--- src/rtl/i2c_regport_pkg.sv ---
package i2c_regport_pkg;
  localparam int BYTE_W   = 8;
  localparam int NUM_REGS = 1 << BYTE_W;

  typedef enum logic [3:0] {
    ST_IDLE,
    ST_ADDR,
    ST_ADDR_ACK,
    ST_PTR,
    ST_PTR_ACK,
    ST_WDATA,
    ST_WDATA_ACK,
    ST_RDATA,
    ST_RACK,
    ST_IGNORE
  } bus_state_e;

  // identity compare on a received first byte (upper seven bits)
  function automatic logic addr_match(input logic [BYTE_W-1:0] first_byte,
                                      input logic [6:0] dev);
    return first_byte[BYTE_W-1:1] == dev;
  endfunction

  // pointer step, modulo the bank size
  function automatic logic [BYTE_W-1:0] ptr_next(input logic [BYTE_W-1:0] p);
    return p + {{(BYTE_W-1){1'b0}}, 1'b1};
  endfunction
endpackage

--- src/rtl/i2c_line_sync.sv ---
module i2c_line_sync #(
  parameter int STAGES = 2
) (
  input  logic clk,
  input  logic rst_n,
  input  logic scl_i,
  input  logic sda_i,
  output logic scl_s,
  output logic sda_s,
  output logic scl_rise,
  output logic scl_fall,
  output logic start_det,
  output logic stop_det
);
  logic [STAGES-1:0] scl_pipe, sda_pipe;
  logic scl_q, sda_q;

  always_ff @(posedge clk or negedge rst_n) begin
    if (!rst_n) begin
      scl_pipe <= '1;
      sda_pipe <= '1;
      scl_q    <= 1'b1;
      sda_q    <= 1'b1;
    end else begin
      scl_pipe <= {scl_pipe[STAGES-2:0], scl_i};
      sda_pipe <= {sda_pipe[STAGES-2:0], sda_i};
      scl_q    <= scl_pipe[STAGES-1];
      sda_q    <= sda_pipe[STAGES-1];
    end
  end

  assign scl_s     = scl_pipe[STAGES-1];
  assign sda_s     = sda_pipe[STAGES-1];
  assign scl_rise  = scl_s & ~scl_q;
  assign scl_fall  = ~scl_s & scl_q;
  assign start_det = scl_s & scl_q & sda_q & ~sda_s;
  assign stop_det  = scl_s & scl_q & ~sda_q & sda_s;
endmodule

--- src/rtl/i2c_reg_bank.sv ---
module i2c_reg_bank
  import i2c_regport_pkg::*;
(
  input  logic              clk,
  input  logic              rst_n,
  input  logic              we,
  input  logic [BYTE_W-1:0] waddr,
  input  logic [BYTE_W-1:0] wdata,
  input  logic [BYTE_W-1:0] raddr,
  output logic [BYTE_W-1:0] rdata
);
  logic [BYTE_W-1:0] mem [NUM_REGS];

  always_ff @(posedge clk or negedge rst_n) begin
    if (!rst_n) begin
      for (int i = 0; i < NUM_REGS; i++) mem[i] <= '0;
    end else if (we) begin
      mem[waddr] <= wdata;
    end
  end

  assign rdata = mem[raddr];
endmodule

--- src/rtl/i2c_target_ctrl.sv ---
module i2c_target_ctrl
  import i2c_regport_pkg::*;
#(
  parameter logic [6:0] DEV_ADDR = 7'h3C
) (
  input  logic              clk,
  input  logic              rst_n,
  input  logic              sda_s,
  input  logic              scl_rise,
  input  logic              scl_fall,
  input  logic              start_det,
  input  logic              stop_det,
  input  logic [BYTE_W-1:0] rd_data,
  output logic              sda_oe,
  output logic              reg_we,
  output logic [BYTE_W-1:0] wr_addr,
  output logic [BYTE_W-1:0] wr_data,
  output logic [BYTE_W-1:0] ptr,
  output bus_state_e        state
);
  localparam int CNT_W = $clog2(BYTE_W + 1);
  localparam logic [CNT_W-1:0] FULL = CNT_W'(BYTE_W);
  localparam logic [CNT_W-1:0] LAST = CNT_W'(BYTE_W - 1);

  logic [CNT_W-1:0]  cnt;
  logic [BYTE_W-1:0] rx_sh, tx_sh;
  logic              rw_bit, host_ack;
  logic              rx_phase;

  assign rx_phase = (state == ST_ADDR) || (state == ST_PTR) || (state == ST_WDATA);

  always_ff @(posedge clk or negedge rst_n) begin
    if (!rst_n) begin
      state    <= ST_IDLE;
      cnt      <= '0;
      rx_sh    <= '0;
      tx_sh    <= '0;
      rw_bit   <= 1'b0;
      host_ack <= 1'b0;
      sda_oe   <= 1'b0;
      reg_we   <= 1'b0;
      wr_addr  <= '0;
      wr_data  <= '0;
      ptr      <= '0;
    end else begin
      reg_we <= 1'b0;
      if (start_det) begin
        state  <= ST_ADDR;
        cnt    <= '0;
        sda_oe <= 1'b0;
      end else if (stop_det) begin
        state  <= ST_IDLE;
        sda_oe <= 1'b0;
      end else begin
        if (scl_rise && rx_phase) begin
          rx_sh <= {rx_sh[BYTE_W-2:0], sda_s};
          cnt   <= cnt + 1'b1;
        end
        if (scl_rise && state == ST_RACK) host_ack <= ~sda_s;
        if (scl_fall) begin
          unique case (state)
            ST_ADDR: if (cnt == FULL) begin
              if (addr_match(rx_sh, DEV_ADDR)) begin
                state  <= ST_ADDR_ACK;
                sda_oe <= 1'b1;
                rw_bit <= rx_sh[0];
              end else begin
                state <= ST_IGNORE;
              end
            end
            ST_ADDR_ACK: begin
              cnt <= '0;
              if (rw_bit) begin
                state  <= ST_RDATA;
                tx_sh  <= rd_data;
                sda_oe <= ~rd_data[BYTE_W-1];
              end else begin
                state  <= ST_PTR;
                sda_oe <= 1'b0;
              end
            end
            ST_PTR: if (cnt == FULL) begin
              ptr    <= rx_sh;
              state  <= ST_PTR_ACK;
              sda_oe <= 1'b1;
            end
            ST_PTR_ACK, ST_WDATA_ACK: begin
              state  <= ST_WDATA;
              cnt    <= '0;
              sda_oe <= 1'b0;
            end
            ST_WDATA: if (cnt == FULL) begin
              reg_we  <= 1'b1;
              wr_addr <= ptr;
              wr_data <= rx_sh;
              ptr     <= ptr_next(ptr);
              state   <= ST_WDATA_ACK;
              sda_oe  <= 1'b1;
            end
            ST_RDATA: begin
              if (cnt == LAST) begin
                sda_oe <= 1'b0;
                state  <= ST_RACK;
                ptr    <= ptr_next(ptr);
              end else begin
                tx_sh  <= tx_sh << 1;
                sda_oe <= ~tx_sh[BYTE_W-2];
                cnt    <= cnt + 1'b1;
              end
            end
            ST_RACK: begin
              if (host_ack) begin
                state  <= ST_RDATA;
                cnt    <= '0;
                tx_sh  <= rd_data;
                sda_oe <= ~rd_data[BYTE_W-1];
              end else begin
                state <= ST_IGNORE;
              end
            end
            default: ;
          endcase
        end
      end
    end
  end
endmodule

--- src/rtl/i2c_regport.sv ---
module i2c_regport
  import i2c_regport_pkg::*;
#(
  parameter logic [6:0] DEV_ADDR    = 7'h3C,
  parameter int         SYNC_STAGES = 2
) (
  input  logic clk,
  input  logic rst_n,
  input  logic scl_i,
  input  logic sda_i,
  output logic sda_oe
);
  // named internal events, observed by the bound checker
  logic              scl_s, sda_s, scl_rise, scl_fall, start_det, stop_det;
  logic              reg_we;
  logic [BYTE_W-1:0] wr_addr, wr_data, ptr, rd_data;
  bus_state_e        state;

  i2c_line_sync #(.STAGES(SYNC_STAGES)) u_sync (
    .clk(clk), .rst_n(rst_n), .scl_i(scl_i), .sda_i(sda_i),
    .scl_s(scl_s), .sda_s(sda_s), .scl_rise(scl_rise), .scl_fall(scl_fall),
    .start_det(start_det), .stop_det(stop_det)
  );

  i2c_target_ctrl #(.DEV_ADDR(DEV_ADDR)) u_ctrl (
    .clk(clk), .rst_n(rst_n), .sda_s(sda_s), .scl_rise(scl_rise),
    .scl_fall(scl_fall), .start_det(start_det), .stop_det(stop_det),
    .rd_data(rd_data), .sda_oe(sda_oe), .reg_we(reg_we), .wr_addr(wr_addr),
    .wr_data(wr_data), .ptr(ptr), .state(state)
  );

  i2c_reg_bank u_bank (
    .clk(clk), .rst_n(rst_n), .we(reg_we), .waddr(wr_addr), .wdata(wr_data),
    .raddr(ptr), .rdata(rd_data)
  );
endmodule

--- config.mk ---
export PLATFORM = sky130hd
export DESIGN_NAME = i2c_regport
export DESIGN_NICKNAME = d
export VERILOG_FILES = /design/src/rtl/i2c_regport_pkg.sv /design/src/rtl/i2c_line_sync.sv /design/src/rtl/i2c_reg_bank.sv /design/src/rtl/i2c_target_ctrl.sv /design/src/rtl/i2c_regport.sv
export SDC_FILE = /design/constraint.sdc
export NUM_CORES = 2
export LEC_CHECK = 0
export BUFFER_PORTS_ARGS = -buffer_cell sky130_fd_sc_hd__buf_2
export CAP_MARGIN = 20
export CORE_MARGIN = 2
export CORE_UTILIZATION = 62
export DETAILED_ROUTE_END_ITERATION = 10
export PLACE_DENSITY = 0.78
export SYNTH_ARGS = -nofsm -noshare
export SYNTH_HDL_FRONTEND = slang
export SYNTH_SLANG_ARGS = --single-unit
export TNS_END_PERCENT = 30
--- constraint.sdc ---
create_clock -name clk -period 2.9 [get_ports clk]
set_input_delay 0.435 -clock clk [delete_from_list [all_inputs] [get_ports clk]]
set_output_delay 0.435 -clock clk [all_outputs]
set_load 0.01 [all_outputs]
==> results.sh <==
export IMPL_crit_slowest_cell="sky130_fd_sc_hd__mux4_2"
export IMPL_postRouteWirelength_um=278000
export IMPL_yosys_area_top_type_share_pct=54.6
export IMPL_synth_cell_area_um2=96200
export IMPL_wp_data_required_ps=3590
export IMPL_violations="negative setup slack"
export IMPL_average_footprint_of_a_synthesized_cell_um2=15.5
export IMPL_place_hpwl_um=183000
export IMPL_grt_util_all_layers_pct=35.8
export IMPL_synth_area_leaders="sky130_fd_sc_hd__dfrtp_1 55%, sky130_fd_sc_hd__mux2_2 24%, sky130_fd_sc_hd__mux4_2 12%"
export IMPL_final_critical_path_setup_slack_ps=-403
export IMPL_syn_num_nets=6221
export IMPL_design_final_nets=6754
export IMPL_post_synth_num_cell_types=75
export IMPL_drtIter0Drc=6325
export IMPL_synth_seq_area_share_pct=54.8
export IMPL_ctsLongestPathBuffers=3
export IMPL_io_pins=5
export IMPL_coreArea_um2=154000
export IMPL_timing_final_max_slew_violations=0
export IMPL_outcome="complete, but fails checks"
export IMPL_most_frequent_cells_after_synthesis="2099 x sky130_fd_sc_hd__dfrtp_1, 2070 x sky130_fd_sc_hd__mux2_2, 527 x sky130_fd_sc_hd__mux4_2"
export IMPL_skew_ps=55.8
export IMPL_cts_htree_levels=4
export IMPL_route_antenna_remaining_nets=0
export IMPL_post_drt_via_cell_ratio=6.76
export IMPL_cts_bufs_inserted=208
export IMPL_worstMarginPinSlew_ps=1180
export IMPL_grt_pass1_vias=63100
export IMPL_port_buffer_count=4
export IMPL_setup_repair_after_global_routing_missed_its_margin="yes"
export IMPL_final_tns_setup_ps=-2600
export IMPL_path_cells="buf_12 > buf_16 > buf_12 > buf_12 > mux4_2 > mux4_2 > o211ai_1 > o2111ai_1 > o211ai_1 > o2111ai_1"
export IMPL_asyncSetResetFlopFracSynth_pct=100
export IMPL_antenna_found_initial=10
export IMPL_route_detailed_drc=0
export IMPL_place_gp_congestion=0.985
export IMPL_cp_common_cell="sky130_fd_sc_hd__buf_12"
export IMPL_worst_path_buf_inv=4
export IMPL_leakage_nw=53.4
export IMPL_timing_critical_path_from_type="flip-flop"
export IMPL_end_kind="flip-flop"
export IMPL_synth_enable_flop_cells=0
export IMPL_synth_flop_cell="sky130_fd_sc_hd__dfrtp_1"
export IMPL_overflow=0
export IMPL_power_per_cell_area_nw_per_um2=524
export IMPL_period_needed_ps=3300
export IMPL_post_synth_top_count_cell="sky130_fd_sc_hd__dfrtp_1"
export IMPL_timing_worst_setup_path_type="reg -> reg"
export IMPL_timing_final_setup_violations=8
export IMPL_effective_utilization_at_floorplan_pct=62.4
export IMPL_post_synth_top_area_cell="sky130_fd_sc_hd__dfrtp_1"
export IMPL_firstDrtPassIters=5
export IMPL_grt_pass1_wl_um=419000
export IMPL_routedWlPerCell_um=31.0
export IMPL_chipWidth_um=398
export IMPL_clock_sinks=2105
export IMPL_critical_path_max_fanout=8
export IMPL_cpLargestDelayFamily="multiplexers"
export IMPL_clock_tree_from_tritoncts="yes"
export IMPL_grt_max_degree=117
export IMPL_die_height_um=398
export IMPL_fmax_mhz=303
export IMPL_max_cap_viol_count=0
export IMPL_worst_slew_margin_rel_pct=20.3
export IMPL_hold_viol=0
export IMPL_clkSlewWorstSetupHoldPaths_ps=60
export IMPL_ys_ff_latch=2105
export IMPL_share_of_post_route_cells_with_drive_strength_above_1_pct=54.9
export IMPL_place_ws_ps=-640
export IMPL_placementRows=144
export IMPL_area_delta_synth_final_pct=16.1
export IMPL_yosys_warnings=0
export IMPL_clkLatencyLatePin_ps=850
export IMPL_critical_path_max_stage_delay_ps=580
export IMPL_cts_root_buf="sky130_fd_sc_hd__clkbuf_16"
export IMPL_timing_hold_worst_class="in -> async"
export IMPL_crit_arrival_ps=3990
export IMPL_worst_vdd_drop_mv=0.632
export IMPL_design_die_area_um2=158000
export IMPL_netlist_instances=6214
export IMPL_fin_crit_sh_pct=114
export IMPL_via_count=60600
[through the flow]
stage	cells	area [um^2]	power [mW]	hold WS, ps	utilization [%]
floorplan	6214	96200	30.2	139	-
global placement	8522	103000	31.0	353	67.1
detailed placement	8523	103000	31.1	350	67.1
CTS	8949	111000	58.7	171	72.3
global route	8961	112000	60.1	191	72.5
finish	8963	112000	58.5	163	72.5
[cells by family (layout without fill, tap and decap cells)]
| family | after synthesis | in the layout | share of synthesized area, % |
|---|---|---|---|
| buffers and inverters | 482 | 1185 | 2.34 |
| other | 0 | 2 | 0 |
| DFF | 2105 | 2105 | 54.8 |
| AOI/OAI and AO/OA | 314 | 314 | 2.27 |
| adders and majority gates | 4 | 4 | 0.0494 |
| xor gates and xnor gates | 1 | 1 | 0.00911 |
| muxes | 2729 | 2729 | 38.0 |
| and+or+nand+nor | 579 | 579 | 2.55 |
[state kept, by name, indices dropped and copies added, names as in the netlist, 2 cells and up]
signal,cells
u_bank.mem,2048
u_ctrl.rx_sh,8
u_sync.sda_pipe,2
u_sync.scl_pipe,2
u_ctrl.cnt,4
u_ctrl.tx_sh,7
u_ctrl.state,4
u_ctrl.wr_data,8
u_ctrl.ptr,8
u_ctrl.wr_addr,8
[layer usage]
layer	GRT usage, %	vias up	wire [um]
met4	16.6	14	15200
met2	53.1	2962	126000
li1	-	24300	-
met5	0	-	95
met1	49.5	32600	109000
met3	9.91	754	26900
[path summary, 6_finish.rpt]
| kind | start | end | slack (ps) | cells after the start |
|---|---|---|---|---|
| setup / recovery | u_ctrl.ptr[0] | u_ctrl.tx_sh[1] | -400 | 10 |
| setup reg to reg | u_ctrl.ptr[0] | u_ctrl.tx_sh[1] | -400 | 10 |
| hold / removal | rst_n | u_bank.mem[1041] | 160 | 2 |
| hold reg to reg | u_sync.scl_pipe[0] | u_sync.scl_pipe[1] | 340 | 0 |
| max in group asynchronous | rst_n | u_bank.mem[781] | 1540 | 3 |
| min in group clk | sda_i | u_sync.sda_pipe[0] | 250 | 2 |
[report_power, final]
group / leakage (nW) / internal [mW] / switching, mW
registers: 29.4 / 29.4 / 0.111
clock network: 3.47 / 16.3 / 11.7
logic: 20.6 / 0.227 / 0.751
[repair_timing]
item / CTS / global route
pin swaps: 12 / 5
hold buffers: 3 / 0
cloned: 8 / 0
endpoints found under the hold margin: 43 / 0
endpoints found under the setup margin: 8 / 8
setup buffers: 36 / 12
resized for setup: 66 / 21
[layout by cell type (no fill, tap or decap), drive strengths merged, types with 5 or more instances in the layout]
cell / Yosys / layout
a2111oi: 7 / 7
a211o: 7 / 7
a211oi: 7 / 7
a21oi: 54 / 54
a221oi: 18 / 18
a22oi: 37 / 37
a311oi: 5 / 5
a31oi: 17 / 17
and2: 10 / 10
and3: 5 / 5
buf: 130 / 784
bufinv: 0 / 23
clkbuf: 338 / 295
clkinv: 2 / 46
clkinvlp: 0 / 8
dfrtp: 2099 / 2099
dfstp: 6 / 6
inv: 12 / 22
mux2: 2070 / 2070
mux2i: 130 / 130
mux4: 529 / 529
nand2: 221 / 221
nand2b: 14 / 14
nand3: 32 / 32
nor2: 230 / 230
nor2b: 20 / 20
nor3: 21 / 21
nor4: 7 / 7
o2111ai: 6 / 6
o211ai: 23 / 23
o21ai: 57 / 57
o221ai: 21 / 21
o22ai: 16 / 16
[worst reg2reg max path, cell delays in order (launching register included)]
cell                        delay [ps]
sky130_fd_sc_hd__dfrtp_4           510
sky130_fd_sc_hd__buf_12            170
sky130_fd_sc_hd__buf_16            170
sky130_fd_sc_hd__buf_12            170
sky130_fd_sc_hd__buf_12            120
sky130_fd_sc_hd__mux4_2            420
sky130_fd_sc_hd__mux4_2            580
sky130_fd_sc_hd__o211ai_1          330
sky130_fd_sc_hd__o2111ai_1         160
sky130_fd_sc_hd__o211ai_1          330
sky130_fd_sc_hd__o2111ai_1         190
[area by class of cell]
type,instances,area (um^2)
diodes,2,5.00
clock buffers,295,5920
clock inverters,85,1130
fillers,9493,42400
inverters,14,60.1
multi-input cells,3627,41500
flip-flops and latches,2105,52700
well taps,2044,2560
repair buffers,791,7670
(Power assumes the default switching activity.)
